==> src/rtl/fcs_pkg.sv <==
package fcs_pkg;
  typedef enum logic [2:0] {
    CMD_NOP    = 3'd0,
    CMD_PROG   = 3'd1,
    CMD_ERASE  = 3'd2,
    CMD_EVFY   = 3'd3,
    CMD_SUSP   = 3'd4,
    CMD_RESUME = 3'd5,
    CMD_CLR    = 3'd6,
    CMD_SETMAX = 3'd7
  } cmd_e;

  typedef enum logic [1:0] {
    AOP_READ  = 2'd0,
    AOP_PROG  = 2'd1,
    AOP_ERASE = 2'd2
  } aop_e;

  typedef enum logic [3:0] {
    S_IDLE, S_PCHK, S_PCHK_W, S_PPUL, S_PPUL_W, S_PVRD, S_PVRD_W,
    S_EPUL, S_EPUL_W, S_EVRD, S_EVRD_W, S_SUSP
  } seq_st_e;

  localparam int STAT_W   = 16;
  localparam int STICKY_N = 4;
endpackage

==> src/rtl/fcs_addr_chk.sv <==
module fcs_addr_chk #(
  parameter int ADDR_W     = 12,
  parameter int BANK_BITS  = 2,
  parameter int NUM_BANKS  = 2,
  parameter int IMPL_WORDS = 768,
  parameter int OTP_WORDS  = 16
) (
  input  logic [ADDR_W-1:0]    addr,
  input  logic                 is_erase,
  input  logic [BANK_BITS-1:0] bank_id,
  input  logic                 otp_unlock,
  output logic                 illegal
);
  localparam int OFF_W = ADDR_W - BANK_BITS;
  localparam logic [OFF_W-1:0]     IMPL_L = OFF_W'(IMPL_WORDS);
  localparam logic [OFF_W-1:0]     OTP_L  = OFF_W'(OTP_WORDS);
  localparam logic [BANK_BITS-1:0] OTP_B  = '1;
  localparam logic [BANK_BITS:0]   NB_L   = (BANK_BITS+1)'(NUM_BANKS);

  logic [BANK_BITS-1:0] bank;
  logic [OFF_W-1:0]     off;
  logic in_main, in_otp, hole, unimpl, wrong_bank, wrong_region, locked;

  assign bank = addr[ADDR_W-1 -: BANK_BITS];
  assign off  = addr[OFF_W-1:0];

  always_comb begin
    in_main      = ({1'b0, bank} < NB_L);
    in_otp       = (bank == OTP_B) && (off < OTP_L);
    hole         = in_main && (off >= IMPL_L);
    unimpl       = !in_main && !in_otp;
    wrong_bank   = in_main && (bank != bank_id);
    wrong_region = in_otp && is_erase;
    locked       = in_otp && !is_erase && !otp_unlock;
    illegal      = hole | unimpl | wrong_bank | wrong_region | locked;
  end
endmodule

==> src/rtl/fcs_status.sv <==
module fcs_status
  import fcs_pkg::*;
(
  input  logic                clk,
  input  logic                rst_n,
  input  logic [STICKY_N-1:0] set_vec,
  input  logic                clr,
  input  logic                busy,
  input  logic                pgm_act,
  input  logic                ers_act,
  input  logic                susp,
  output logic [STAT_W-1:0]   word
);
  logic [STICKY_N-1:0] sticky;

  for (genvar i = 0; i < STICKY_N; i++) begin : g_sticky
    always_ff @(posedge clk or negedge rst_n) begin
      if (!rst_n)          sticky[i] <= 1'b0;
      else if (set_vec[i]) sticky[i] <= 1'b1;
      else if (clr)        sticky[i] <= 1'b0;
    end
  end

  assign word = {{(STAT_W-4-STICKY_N){1'b0}}, sticky, susp, ers_act, pgm_act, busy};
endmodule

==> src/rtl/flash_cmd_seq.sv <==
module flash_cmd_seq
  import fcs_pkg::*;
#(
  parameter int ADDR_W     = 12,
  parameter int DATA_W     = 16,
  parameter int BANK_BITS  = 2,
  parameter int NUM_BANKS  = 2,
  parameter int IMPL_WORDS = 768,
  parameter int SECT_WORDS = 64,
  parameter int OTP_WORDS  = 16,
  parameter int PULSE_W    = 4,
  parameter int MAX_RST    = 8
) (
  input  logic                 clk,
  input  logic                 rst_n,
  input  logic                 cmd_valid,
  output logic                 cmd_ready,
  input  logic [2:0]           cmd_code,
  input  logic [ADDR_W-1:0]    cmd_addr,
  input  logic [DATA_W-1:0]    cmd_data,
  input  logic [BANK_BITS-1:0] bank_id,
  input  logic                 otp_unlock,
  output logic                 arr_req,
  output logic [1:0]           arr_op,
  output logic [ADDR_W-1:0]    arr_addr,
  output logic [DATA_W-1:0]    arr_wdata,
  input  logic                 arr_ack,
  input  logic [DATA_W-1:0]    arr_rdata,
  output logic [15:0]          status
);
  localparam int SECT_BITS = $clog2(SECT_WORDS);

  cmd_e                 code;
  seq_st_e              state, nxt, ret_q, ret_n;
  cmd_e                 op_q, op_n;
  logic [ADDR_W-1:0]    addr_q, addr_n, sect_base;
  logic [DATA_W-1:0]    data_q, data_n, tgt_q, tgt_n;
  logic [SECT_BITS-1:0] idx_q, idx_n;
  logic [PULSE_W-1:0]   pcnt_q, pcnt_n, max_q, max_n, eff_max;
  logic                 pend_q, pend_n;
  logic                 illegal, is_erase, issue;
  logic                 set_ill, set_pgv, set_ev, set_inv, clr_st;
  logic                 busy, pgm_act, ers_act, susp;

  assign code      = cmd_e'(cmd_code);
  assign cmd_ready = 1'b1;
  assign is_erase  = (code == CMD_ERASE) || (code == CMD_EVFY);
  assign sect_base = {cmd_addr[ADDR_W-1:SECT_BITS], {SECT_BITS{1'b0}}};
  assign eff_max   = (max_q == '0) ? PULSE_W'(1) : max_q;

  fcs_addr_chk #(
    .ADDR_W(ADDR_W), .BANK_BITS(BANK_BITS), .NUM_BANKS(NUM_BANKS),
    .IMPL_WORDS(IMPL_WORDS), .OTP_WORDS(OTP_WORDS)
  ) u_chk (
    .addr(cmd_addr), .is_erase(is_erase), .bank_id(bank_id),
    .otp_unlock(otp_unlock), .illegal(illegal)
  );

  always_comb begin
    issue = (state == S_PCHK) || (state == S_PPUL) || (state == S_PVRD) ||
            (state == S_EPUL) || (state == S_EVRD);
  end

  // next-state and operation bookkeeping
  always_comb begin
    nxt = state;   ret_n = ret_q;   op_n = op_q;   addr_n = addr_q;
    data_n = data_q; tgt_n = tgt_q; idx_n = idx_q; pcnt_n = pcnt_q;
    max_n = max_q;   pend_n = pend_q;
    set_ill = 1'b0; set_pgv = 1'b0; set_ev = 1'b0; set_inv = 1'b0;
    clr_st  = cmd_valid && (code == CMD_CLR);

    if (cmd_valid) begin
      if (state == S_IDLE) begin
        case (code)
          CMD_PROG, CMD_ERASE, CMD_EVFY: begin
            if (illegal) set_ill = 1'b1;
            else begin
              op_n   = code;
              pcnt_n = '0;
              idx_n  = '0;
              data_n = cmd_data;
              addr_n = (code == CMD_PROG) ? cmd_addr : sect_base;
              nxt    = (code == CMD_PROG)  ? S_PCHK :
                       (code == CMD_ERASE) ? S_EPUL : S_EVRD;
            end
          end
          CMD_SETMAX: max_n = cmd_data[PULSE_W-1:0];
          default: ;
        endcase
      end else if (code == CMD_SUSP && state != S_SUSP) begin
        pend_n = 1'b1;
      end else if (code == CMD_RESUME && state == S_SUSP) begin
        nxt = ret_q;
      end
    end

    case (state)
      S_PCHK, S_PPUL, S_PVRD, S_EPUL, S_EVRD: begin
        if (pend_q) begin
          ret_n  = state;
          nxt    = S_SUSP;
          pend_n = 1'b0;
        end else begin
          case (state)
            S_PCHK:  nxt = S_PCHK_W;
            S_PPUL:  nxt = S_PPUL_W;
            S_PVRD:  nxt = S_PVRD_W;
            S_EPUL:  nxt = S_EPUL_W;
            default: nxt = S_EVRD_W;
          endcase
          if (state == S_PPUL || state == S_EPUL) pcnt_n = pcnt_q + 1'b1;
        end
      end
      S_PCHK_W: if (arr_ack) begin
        if (|(data_q & ~arr_rdata)) begin
          set_inv = 1'b1;
          nxt     = S_IDLE;
        end else begin
          tgt_n = arr_rdata & data_q;
          nxt   = S_PPUL;
        end
      end
      S_PPUL_W: if (arr_ack) nxt = S_PVRD;
      S_PVRD_W: if (arr_ack) begin
        if (arr_rdata == tgt_q) nxt = S_IDLE;
        else if (pcnt_q >= eff_max) begin
          set_pgv = 1'b1;
          nxt     = S_IDLE;
        end else nxt = S_PPUL;
      end
      S_EPUL_W: if (arr_ack) begin
        idx_n = '0;
        nxt   = S_EVRD;
      end
      S_EVRD_W: if (arr_ack) begin
        if (arr_rdata != '1) begin
          if (op_q == CMD_EVFY || pcnt_q >= eff_max) begin
            set_ev = 1'b1;
            nxt    = S_IDLE;
          end else nxt = S_EPUL;
        end else if (idx_q == '1) begin
          nxt = S_IDLE;
        end else begin
          idx_n = idx_q + 1'b1;
          nxt   = S_EVRD;
        end
      end
      default: ;
    endcase

    if (nxt == S_IDLE) pend_n = 1'b0;
  end

  always_ff @(posedge clk or negedge rst_n) begin
    if (!rst_n) begin
      state  <= S_IDLE;
      ret_q  <= S_IDLE;
      op_q   <= CMD_NOP;
      addr_q <= '0;
      data_q <= '0;
      tgt_q  <= '0;
      idx_q  <= '0;
      pcnt_q <= '0;
      max_q  <= PULSE_W'(MAX_RST);
      pend_q <= 1'b0;
    end else begin
      state  <= nxt;
      ret_q  <= ret_n;
      op_q   <= op_n;
      addr_q <= addr_n;
      data_q <= data_n;
      tgt_q  <= tgt_n;
      idx_q  <= idx_n;
      pcnt_q <= pcnt_n;
      max_q  <= max_n;
      pend_q <= pend_n;
    end
  end

  // array request drive
  always_comb begin
    arr_req   = issue && !pend_q;
    arr_wdata = data_q;
    arr_addr  = (state == S_EVRD) ? {addr_q[ADDR_W-1:SECT_BITS], idx_q} : addr_q;
    case (state)
      S_PPUL:  arr_op = AOP_PROG;
      S_EPUL:  arr_op = AOP_ERASE;
      default: arr_op = AOP_READ;
    endcase
  end

  assign busy    = (state != S_IDLE);
  assign susp    = (state == S_SUSP);
  assign pgm_act = busy && !susp && (op_q == CMD_PROG);
  assign ers_act = busy && !susp && (op_q == CMD_ERASE);

  fcs_status u_stat (
    .clk(clk), .rst_n(rst_n),
    .set_vec({set_inv, set_ev, set_pgv, set_ill}),
    .clr(clr_st), .busy(busy), .pgm_act(pgm_act), .ers_act(ers_act),
    .susp(susp), .word(status)
  );
endmodule

==> config.mk <==
export PLATFORM = sky130hd
export DESIGN_NAME = flash_cmd_seq
export DESIGN_NICKNAME = d
export VERILOG_FILES = /design/src/rtl/fcs_pkg.sv /design/src/rtl/fcs_addr_chk.sv /design/src/rtl/fcs_status.sv /design/src/rtl/flash_cmd_seq.sv
export SDC_FILE = /design/constraint.sdc
export NUM_CORES = 1
export LEC_CHECK = 0
export BUFFER_PORTS_ARGS = -buffer_cell sky130_fd_sc_hd__buf_2
export CORE_MARGIN = 1.5
export CORE_UTILIZATION = 35
export DETAILED_ROUTE_END_ITERATION = 12
export GPL_TIMING_DRIVEN = 1
export PLACE_DENSITY = 0.67
export SYNTH_ARGS = -nofsm -noshare
export SYNTH_HDL_FRONTEND = slang
export SYNTH_SLANG_ARGS = --single-unit
==> constraint.sdc <==
create_clock -name clk -period 3.2 [get_ports clk]
set_input_delay 0.64 -clock clk [delete_from_list [all_inputs] [get_ports clk]]
set_output_delay 0.64 -clock clk [all_outputs]
set_load 0.05 [all_outputs]
Yosys cells after proc, flatten, opt, wreduce, memory -nomap -nowiden
Cells that the tools add are included. W data, S select, Z words.

Bits in registers: 74. Output and inout port bits: 48. Logic and storage cells: 166.

Add/subtract/negate cells: 2. $lt $le $gt $ge: 4. Equal/unequal tests: 27. Mux-type cells: 68. Bitwise operators: 9. Reduce and logical (&&, ||, !) cells: 42.

Operators by type and width (number): $mux W4 (24); $mux W6 (10); $and A16 B16 Y16 (2); $mux W1 (26); $pmux W4 S6 (1); $eq A16 B16 Y1 (1); $eq A4 B3 Y1 const B (4); $eq A4 B4 Y1 const B (4); $ne A16 B16 Y1 const B (1); $not A16 Y16 (1); $pmux W4 S4 (1); $reduce_or A16 Y1 (1); $logic_and A1 B1 Y1 (14); $eq A3 B2 Y1 const B (4); $eq A3 B3 Y1 const B (4); $logic_not A4 Y1 (3); $pmux W6 S2 (1); $ge A10 B10 Y1 const B (1); $lt A10 B5 Y1 const B (1); $eq A4 B2 Y1 const B (2); $reduce_bool A2 Y1 (4); $logic_or A1 B1 Y1 (7); $add A6 B1 Y6 const B (1); $eq A3 B1 Y1 const B (2); 20 further kinds (32).

Longest topological paths before layout
Gate-level depths: netlist of run 1.

Word-level depth: 16. Depth in mapped cells: 9.

Cells and area by module
A second synthesis of run 1 with hierarchy kept.

Cell total of the unflattened synthesis: 505. Area, all modules: 4299.1 um^2.

By module, submodules not included: flash_cmd_seq (times used 1, cells each 476, area each 4020.1 um^2, seq. area each 1752.9 um^2); fcs_status (times used 1, cells each 22, area each 227.7 um^2, seq. area each 100.1 um^2); fcs_addr_chk (times used 1, cells each 7, area each 51.3 um^2, seq. area each 0.0 um^2).

Least setup slack after synthesis of run 1
OpenSTA, ideal clock, no wires.

Kind: register -> output. Start point: register state[3]. End point: output port arr_op[0]. Data arrival time: 1.833 ns. Setup slack: 0.727 ns. Cell stages (with the launch flop): 4. Cells stage by stage: dfrtp_1 buf_2 buf_1 nor3_1.

Longest elaborated chain between the ends: 2.

RTL lines: start: declaration (line flash_cmd_seq.sv:34) `seq_st_e state, nxt, ret_q, ret_n;`; start signal: assignment (line flash_cmd_seq.sv:167) `state <= nxt;`; $eq A4 B3 Y1 or $eq A4 B2 Y1 (tied branches) (line flash_cmd_seq.sv:185) `case (state)`; $pmux W2 S2 * (line flash_cmd_seq.sv:185); end: declaration (line flash_cmd_seq.sv:24) `output logic [1:0] arr_op,`.

Every way passes the cells marked *; elsewhere a longest branch is shown, timed or not.

Final worst setup path of run 1
Start point: register state[1]. End point: output port arr_addr[4].

Longest elaborated chain between the ends: 2.

RTL lines: $eq A4 B4 Y1 (line flash_cmd_seq.sv:184) `arr_addr = (state == S_EVRD) ? {addr_q[ADDR_W-1:SECT_BITS], idx_q} : addr_q;`; $mux W6 (line flash_cmd_seq.sv:184); end: declaration (line flash_cmd_seq.sv:25) `output logic [ADDR_W-1:0] arr_addr,`.

Every way passes these cells.

==> flow_summary.toml, run 1 <==
[timing]
setup_violations = 0
drv_slew = 0
final.setup_skew_ns = 0.007668
finalHoldViolCount = 0
finalSetupTns_ns = 0
tightest_slew_ns = 0.7083
rsz0062_at_grt = "no"
fmax_ghz = 0.3412
period_minus_slack_ns = 2.931
fin_crit_sh = 0.9158
max_slew_margin = 0.5278

[clock_tree]
postCtsSetupBuffers = 0
cts.sinks = 74
htree_levels = 3
clk_path_buf_depth = 2
cts_hold_buf = 0
cts-root-buf = "clkbuf_16"
clkLatencyLatePin_ns = 0.33
cts_resized = 0
numCtsBuffers = 9
clk_pin_slew_ns = 0.06
cts_tree = "done"

[grt]
grt_pass1_vias = 3665
antenna_found_initial = 0
grt_usage = 0.1786
grt_pass1_wl_mm = 18.22
grt_overflow = 0
grt_max_degree = 55

[yosys]
netlist_area_um2 = 4335
synth.distinct_cells = 59
synth.avg_cell_area_um2 = 8.776
synth-async-reset-ratio = 1.000
synth_compound_area_frac = 0.1371
yosysSeqAreaShare = 0.4274
yosys_warnings = 0
synth.area.mux_share = 0.04300
synth_top_area_cell = "dfrtp_1"
ys_ff_latch = 74
synth_top_family_by_area = "simple AND/OR/NAND/NOR gates"
synth_xor_area_frac = 0.04040
synth_flop_cell = "dfrtp_1"
synth-edff-count = 0
synthAdderAreaFrac = 0.01732
synth_area_leaders = "dfrtp_1, nand2_1, o21ai_0, xor2_1, mux2_2"
synthCells = 494
netlist.area_leader.share = 0.4214
synth-simple-area-share = 0.2618

[detailed_routing]
dr.pass1.iters = 5
route.vias.total = 3719
drt_iter0_markers = 222
remaining_drc_errors = 0
wirelength_mm = 11.28
avgViaCountPerCell = 4.972
ant_nets = 0
wl_per_cell_um = 15.08

[power]
peakVddDrop_uv = 384.1
p_seq_frac = 0.329
p_int_mw = 2.492
combinationalPowerShare = 0.400
switching_share = 0.4048
switching_power_mw = 1.695
powerDensity_nw_per_um2 = 804.9
p_clk_frac = 0.270
p_leak_nw = 2.582

[cells_and_area]
diodes = 0
nets = 635
fin_cells = 748
final_cell_mix = "nand2_1, buf_2, dfrtp_1"
drive_gt1_frac = 0.2552
areaGrowthSynthToFinish_pct = 19.97
final_common_cell = "nand2_1"

[worst_setup_path]
cp_max_fo = 20
startpoint = "state[1]"
critPathCaptureType = "primary output"
startpoint_type = "flop"
path_class = "flop to primary output"
worstReg2RegStart = "max_q[3]"
arrival_ns = 2.29
required_ns = 2.56

[floorplanning]
initial_core_util = 0.3594
core.rowCount = 40
core_um2 = 12060
dieArea_um2 = 13060
dieHeight_um = 114.3
io_pins = 102
die_w_um = 114.3

[place]
gp_congestion = 0.8484
portBuffers = 92
numPlacedInstances = 732
dp_hpwl_mm = 8.433

[flow_run]
maxCapViolations = 0

[worst_hold_path]
hp-class = "primary input to async pin"

[status]
status = "finished clean"
## final cells by class
class | count | area [um2]
Clock buffer | 13 | 270.3
Clock inverter | 3 | 68.82
Fill cell | 1207 | 6860
Inverter | 17 | 63.81
Multi-Input combinational cell | 371 | 2200
Sequential cell | 74 | 1853
Tap cell | 168 | 210.2
Timing Repair Buffer | 102 | 535.5
## kinds of logic (layout without fill, tap and decap cells)
logic type / count (synthesis) / in the layout
adder cells (fa/ha/maj): 6 / 6
multiplexers: 17 / 17
AND/OR/NAND/NOR: 235 / 235
flip-flops: 74 / 74
XOR/XNOR: 20 / 20
other: 2 / 9
buffers and inverters: 56 / 135
AO/OA/AOI/OAI: 84 / 84
## cell usage after synthesis (all sizes together) (2+ instances only)
library cell and number:
dfrtp 73, nor3 11, buf 32, o41ai 2, mux2i 4, a21o 3, nand4b 3, xor2 18
nor4 9, or3 2, a31o 2, nor2b 18, a2111oi 6, o211ai 2, a32oi 2, nand2 135
xnor2 2, o22ai 2, a21oi 10, o21ai 36, nand3 8, nand2b 11, ha 6, a211oi 2
o21a 2, or2 2, clkbuf 7, nand4 9, nor4b 3, a22o 5, mux2 13, and3 2
o32ai 2, inv 17, conb 2, and2 6, nor2 14
## state kept, by name, indices dropped and copies added, names as in the netlist, 3 cells and up
name,flops
addr_q,12
arr_wdata,16
idx_q,6
max_q,4
op_q,3
pcnt_q,4
ret_q,4
state,4
tgt_q,16
u_stat.word,4
## routing by layer
metal  routed length [um]  track usage  vias to the layer above
met5                    0            0                        -
met4                  143      0.05750                        0
met3                  504      0.03282                       14
met2                 5506       0.2968                      102
met1                 5123       0.2362                     1778
li1                     -            -                     1825
## per-stage QoR
| step | total power [mW] | area [um2] | setup WS, ns | util | hold slack (ns) |
|---|---|---|---|---|---|
| 2_1_floorplan | 2.666 | 4362 | 0.7266 | - | 0.3444 |
| 3_3_place_gp | 3.014 | 4862 | 0.6564 | 0.4031 | 0.4477 |
| 3_5_place_dp | 3.057 | 4862 | 0.6366 | 0.4031 | 0.4525 |
| 4_1_cts | 4.206 | 5201 | 0.2751 | 0.4312 | 0.4660 |
| 5_1_grt | 4.454 | 5201 | 0.1813 | 0.4312 | 0.4956 |
| 6_report | 4.187 | 5201 | 0.2695 | 0.4312 | 0.4490 |
## power by group through the flow
stage,Combinational [mW],Clock [mW],Sequential (mW)
after floorplan,1.18,0,1.49
after global placement,1.63,0,1.39
after detailed placement,1.67,0,1.39
after CTS,1.68,1.15,1.38
after global routing,1.84,1.20,1.41
final,1.68,1.13,1.38
## critical path, cell delays in order (launching register included)
cell,delay [ns]
dfrtp_1,0.62
nor3b_2,0.69
mux2_2,0.42
buf_2,0.21
## final timing paths
path | endpoint | slack [ns] | depth (start not counted)
max | arr_addr[4] | 0.27 | 3
min | arr_wdata[8] | 0.45 | 2
max reg2reg | pend_q | 0.62 | 9
min reg2reg | addr_q[2] | 0.46 | 2
max in group asynchronous | tgt_q[11] | 1.97 | 3
min in group clk | addr_q[2] | 0.46 | 2
Power figures use the tool's default switching activity.
==> run 2, diff against run 1 <==
--- a/config.mk
+++ b/config.mk
@@ -5,11 +5,13 @@
 export SDC_FILE = /design/constraint.sdc
 export NUM_CORES = 1
 export LEC_CHECK = 0
+export ABC_AREA = 1
 export BUFFER_PORTS_ARGS = -buffer_cell sky130_fd_sc_hd__buf_2
 export CORE_MARGIN = 1.5
 export CORE_UTILIZATION = 35
 export DETAILED_ROUTE_END_ITERATION = 12
 export GPL_TIMING_DRIVEN = 1
+export MAX_ROUTING_LAYER = met4
 export PLACE_DENSITY = 0.67
 export SYNTH_ARGS = -nofsm -noshare
 export SYNTH_HDL_FRONTEND = slang
==> run 2 against run 1 <==
  * Highest routed layer unchanged
  * Critical path depth up 2
  * Synthesized cell count is 26% higher
  * Combinational power down 91%
  * Area after synthesis increased by 1.5%
  * Clock-buffer cell count fell by 1
  * Flip-flop and latch count unchanged
  * Worst setup slack improved by 0.35 ns
  * Global-route usage increased by 0.70 points
==> flow_summary.toml, run 2 <==
[yosys]
yosysSeqAreaShare = 0.4211
netlist.area_leader.share = 0.4151
yosysMostFrequentCell = "nand2_1"
synth.avg_cell_area_um2 = 7.063
synth_top_area_cell = "dfrtp_1"
ys_ff_latch = 74
ys_top_cells_by_count = "nand2_1, inv_1, dfrtp_1"
synthCells = 623
yosys_warnings = 0
netlist_area_um2 = 4400
synth-edff-count = 0
synth_flop_cell = "dfrtp_1"
synth_area_leaders = "dfrtp_1, nand2_1, o21ai_0, inv_1, nand3_1"
synth-async-reset-ratio = 1.000
synth.distinct_cells = 37

[timing]
fmax_ghz = 0.3868
finalHoldViolCount = 0
final.setup_skew_ns = 0.006911
layout_setup_ws_ns = 0.6148
tightest_slew_ns = 0.9365
period_minus_slack_ns = 2.585
max_slew_margin = 0.3757
fin_crit_sh = 0.8079
setup_violations = 0
rsz0062_at_grt = "no"
finalSetupTns_ns = 0
drv_slew = 0

[worst_setup_path]
path_cells = "nand3_1, o21ai_2, inv_1, nor2_1, buf_2"
path_buf_inv = 2
required_ns = 2.56
cp_slowest_stage_delay_ns = 0.56
r2r_cells = 14
startpoint = "state[3]"
arrival_ns = 1.95
critPathCaptureType = "primary output"
cp_num_cells = 5
timing.rr.end = "pend_q"
path_class = "flop to primary output"
r2r_setup_slack_ns = 1.04
endpoint = "arr_req"
worstReg2RegStart = "state[3]"
cp_max_fo = 13
startpoint_type = "flop"
critPathSlowestCell = "dfrtp_1"
critPathTopFamily = "flip-flops"

[cells_and_area]
final_cell_mix = "nand2_1, buf_2, inv_1"
drive_gt1_frac = 0.1955
fin_cells = 879
nets = 766
final_common_cell = "nand2_1"
n_fill_cell = 1282
areaGrowthSynthToFinish_pct = 18.82
diodes = 0

[floorplanning]
io_pins = 102
dieArea_um2 = 13250
core.rowCount = 40
die_w_um = 115.1
core_um2 = 12160
initial_core_util = 0.3618
dieHeight_um = 115.1

[clock_tree]
cts_hold_buf = 0
htree_levels = 3
clkLatencyLatePin_ns = 0.34
clk_path_buf_depth = 2
clk_pin_slew_ns = 0.06
cts-root-buf = "clkbuf_16"
cts_resized = 0
numCtsBuffers = 9
postCtsSetupBuffers = 0
cts_tree = "done"
cts.sinks = 74

[status]
status = "finished clean"

[detailed_routing]
wl_per_cell_um = 12.90
wirelength_mm = 11.34
drt_iter0_markers = 236
ant_nets = 0
route.vias.total = 4098
remaining_drc_errors = 0
dr.pass1.iters = 5
avgViaCountPerCell = 4.662

[grt]
grt_pass1_wl_mm = 18.46
grt_usage = 0.1856
grt_overflow = 0
antenna_found_initial = 0
grt_max_degree = 75
grt_pass1_vias = 3880

[power]
fin_total_pwr_mw = 2.127
powerDensity_nw_per_um2 = 406.8
peakVddDrop_uv = 210.7
p_leak_nw = 2.839

[worst_hold_path]
hp-class = "primary input to async pin"

[place]
portBuffers = 92
gp_congestion = 0.9925
numPlacedInstances = 863
dp_hpwl_mm = 8.626
pre_cts_ws_ns = 0.7191

[flow_run]
maxCapViolations = 0
run 2: worst register-to-register path, stage by stage, from the launching register on:
cell,delay [ns]
dfrtp_1,0.50
inv_2,0.14
nand2_4,0.08
nor2_4,0.14
nand2_2,0.09
nor2_2,0.10
nand2_2,0.16
inv_2,0.28
nand2_1,0.11
nand3_1,0.10
nor2_1,0.04
nor2_1,0.13
nand3_1,0.10
nand2_1,0.06
inv_1,0.03
run 2: cells by family after synthesis:
kind of cell	count (synthesis)	synth area share
other	2	0.001707
AND/OR/NAND/NOR	333	0.3244
XOR/XNOR	6	0.01194
adder cells (fa/ha/maj)	6	0.01706
flip-flops	74	0.4211
AO/OA/AOI/OAI	88	0.1058
buffers and inverters	114	0.1180
run 2: metrics by stage:
step / util / instance area (um2) / hold slack, ns
floorplan: - / 4427 / 0.3444
global placement: 0.4047 / 4922 / 0.4644
detailed placement: 0.4047 / 4922 / 0.4612
CTS: 0.4299 / 5229 / 0.4763
global route: 0.4299 / 5229 / 0.5038
finish: 0.4299 / 5229 / 0.4505
run 2: where the power goes:
group	total, mW	leakage, nW	internal (mW)	switching (mW)
Clock	1.03	0.145	0.645	0.381
Sequential	0.948	0.876	0.940	0.00737
Combinational	0.154	1.82	0.0445	0.109
Total	2.13	2.84	1.63	0.498
run 2: layer usage:
layer / GRT usage / part of all wire / wire (um)
met1: 0.2413 / 0.48 / 5437
met2: 0.2877 / 0.44 / 5017
met3: 0.03795 / 0.060 / 682
met4: 0.06584 / 0.017 / 198
met5: - / 0 / 0
run 2: cell type report:
type | count | area, um2 | share of cell area
Clock buffer | 12 | 256.5 | 0.04905
Sequential cell | 74 | 1853 | 0.3544
Inverter | 83 | 311.5 | 0.05958
Timing Repair Buffer | 96 | 493.0 | 0.09428
Multi-Input combinational cell | 442 | 2054 | 0.3929
Clock inverter | 4 | 50.05 | 0.009572
Tap cell | 168 | 210.2 | 0.04020
run 2: worst min-delay path by stage:
| stage | from | endpoint | slack (ns) |
|---|---|---|---|
| 4_1_cts | addr_q[11] | addr_q[11] | 0.48 |
| 3_3_place_gp | addr_q[11] | addr_q[11] | 0.46 |
| 2_1_floorplan | rst_n | addr_q[0] | 0.34 |
| 5_1_grt | ret_q[0] | ret_q[0] | 0.50 |
| 3_5_place_dp | addr_q[11] | addr_q[11] | 0.46 |
| 6_report | rst_n | pcnt_q[3] | 0.45 |
==> run 3, diff against run 2 <==
--- a/config.mk
+++ b/config.mk
@@ -12,7 +12,7 @@
 export DETAILED_ROUTE_END_ITERATION = 12
 export GPL_TIMING_DRIVEN = 1
 export MAX_ROUTING_LAYER = met4
-export PLACE_DENSITY = 0.67
+export PLACE_DENSITY = 0.69
 export SYNTH_ARGS = -nofsm -noshare
 export SYNTH_HDL_FRONTEND = slang
 export SYNTH_SLANG_ARGS = --single-unit
==> constraint.sdc (replaced) <==
create_clock -name clk -period 2.1 [get_ports clk]
set_input_delay 0.42 -clock clk [delete_from_list [all_inputs] [get_ports clk]]
set_output_delay 0.42 -clock clk [all_outputs]
set_load 0.05 [all_outputs]
==> run 3 against run 2 <==
  * Global-route usage is 0.13 points higher
  * Routed wire length grew 0.38%
  * Non-clock buffer count is 18 higher
  * Sequential share of layout area fell by 1.9 points
  * Total power up 53%
  * Clock-buffer cell count shrank 2
  * Combinational power grew 70%
  * Via count rose by 1.8%
  * Largest cell class unchanged
  * Cell count increased by 2.0%
  * Worst hold slack got worse by 0.18 ns
  * Worst setup slack lost 0.55 ns
==> flow_summary.toml, run 3 (same netlist as run 2, synthesis figures left out) <==
[cells_and_area]
regArea_um2 = 1856
drive_gt1_frac = 0.2401
stdcell_area_um2 = 5538
multiInputGateArea_um2 = 2141
nets = 784
diodes = 0
final_cell_mix = "nand2_1, buf_2, inv_1"
fin_cells = 897
areaGrowthSynthToFinish_pct = 25.85
final_common_cell = "nand2_1"
final_util = 0.4554
n_fill_cell = 1254

[worst_setup_path]
path_class = "flop to flop"
r2r_setup_slack_ns = 0.06
cp_common_cell = "nand2_1"
required_ns = 2.33
path_cells = "inv_2, a31o_4, ha_4, nand3_2, nand4_1, o21ai_1, nand2_1, nand2_1, nand2_1, nand3_2, nor2_2, nand3_1, nand2_1, inv_1"
critPathSlowestCell = "dfstp_2"
startpoint_type = "flop"
cp_slowest_stage_delay_ns = 0.53
cp_max_fo = 3
arrival_ns = 2.27
critPathCaptureType = "flop"
timing.rr.end = "pend_q"
r2r_cells = 14
worstReg2RegStart = "max_q[3]"
startpoint = "max_q[3]"

[timing]
finalSetupTns_ns = 0
drv_slew = 0
fin_crit_sh = 0.9702
final.setup_skew_ns = 0.009009
setup_violations = 0
holdWs_ns = 0.2697
layout_setup_ws_ns = 0.06265
rsz0062_at_grt = "yes"
period_minus_slack_ns = 2.037
fmax_ghz = 0.4908
finalHoldViolCount = 0

[detailed_routing]
drt_iter0_markers = 260
met2_length_mm = 5.343
wl_met1_mm = 5.228
remaining_drc_errors = 0
dr_wl_met3_um = 546
route.vias.total = 4173
wl_per_cell_um = 12.69
avgViaCountPerCell = 4.652
top_layer = "met4"
wirelength_mm = 11.38
dr.pass1.iters = 5
ant_nets = 0

[clock_tree]
clkLatencyLatePin_ns = 0.34
cts.sinks = 74
cts_tree = "done"
cts-root-buf = "clkbuf_16"
clk_path_buf_depth = 2
clk_pin_slew_ns = 0.07
numCtsBuffers = 9
htree_levels = 3

[grt]
grt_overflow = 0
grt_usage = 0.1869
grt_pass1_wl_mm = 18.64
grt_pass1_vias = 3907
antenna_found_initial = 0
grt_max_degree = 51

[floorplanning]
dieArea_um2 = 13250
initial_core_util = 0.3618
io_pins = 102
core.rowCount = 40
die_w_um = 115.1
dieHeight_um = 115.1
core_um2 = 12160

[flow_run]
maxCapViolations = 0

[place]
numPlacedInstances = 873
pre_cts_ws_ns = 0.01863
gp_congestion = 0.9349
placed_area_um2 = 5035
portBuffers = 92
dp_hpwl_mm = 8.510

[worst_hold_path]
hp-class = "primary input to flop"
hp-start = "cmd_data[5]"
holdPathStages = 3
holdPathEnd = "arr_wdata[5]"

[power]
p_seq_frac = 0.445
powerDensity_nw_per_um2 = 585.9
switching_power_uw = 803.7
p_leak_nw = 2.942
switching_share = 0.2477
fin_total_pwr_mw = 3.245
p_clk_frac = 0.474
combinationalPowerShare = 0.081
p_int_mw = 2.441
peakVddDrop_uv = 434.3

[status]
status = "finished clean"
## run 3: cell types whose count changed in the layout (fill, tap and decap cells not counted), moves of 5 or more
cell     delta
nor2_1      -5
buf_2      -10
buf_4      +18
buf_6       +6
o21ai_0     -7
## run 3: worst max-delay path by stage
stage	endpoint	slack, ns
finish	pend_q	0.06
global route	pend_q	-0.05
CTS	arr_addr[4]	-0.0009
detailed placement	pend_q	0.02
global placement	pend_q	0.08
floorplan	arr_addr[2]	-0.33
## run 3: what timing repair did
item / CTS / global route
gates cloned: 0 / 0
setup buffers: 2 / 5
setup endpoints to repair: 10 / 11
pin swaps: 1 / 8
gates resized for setup: 24 / 27
hold buffers: 1 / 0
hold endpoints to repair: 16 / 0
## run 3: area by class of cell
class	count	share of cell area
inverters	83	0.05761
well taps	168	0.03796
flip-flops and latches	74	0.3351
clock inverters	6	0.01220
multi-input cells	442	0.3866
clock buffers	10	0.04135
repair buffers	114	0.1292
## run 3: routing by layer
metal  GRT usage  vias up
li1            -     2142
met2      0.2921      104
met1      0.2403     1912
met5           -        -
met4     0.06667        0
met3     0.03954       15
## run 3: power by group through the flow
stage	Combinational, mW	Clock [mW]	Sequential [mW]
6_report	0.262	1.54	1.44
5_1_grt	0.294	1.64	1.44
4_1_cts	0.254	1.58	1.44
3_5_place_dp	0.244	0	1.47
3_3_place_gp	0.242	0	1.47
2_1_floorplan	0.127	0	1.47
## run 3: worst max-delay path, delay by kind of cell, from the launching register on
kind | cells | cell delay [ns]
flops | 1 | 0.53
fa+ha+maj | 1 | 0.26
buf+inv | 2 | 0.07
simple gates | 9 | 0.74
compound gates | 2 | 0.31
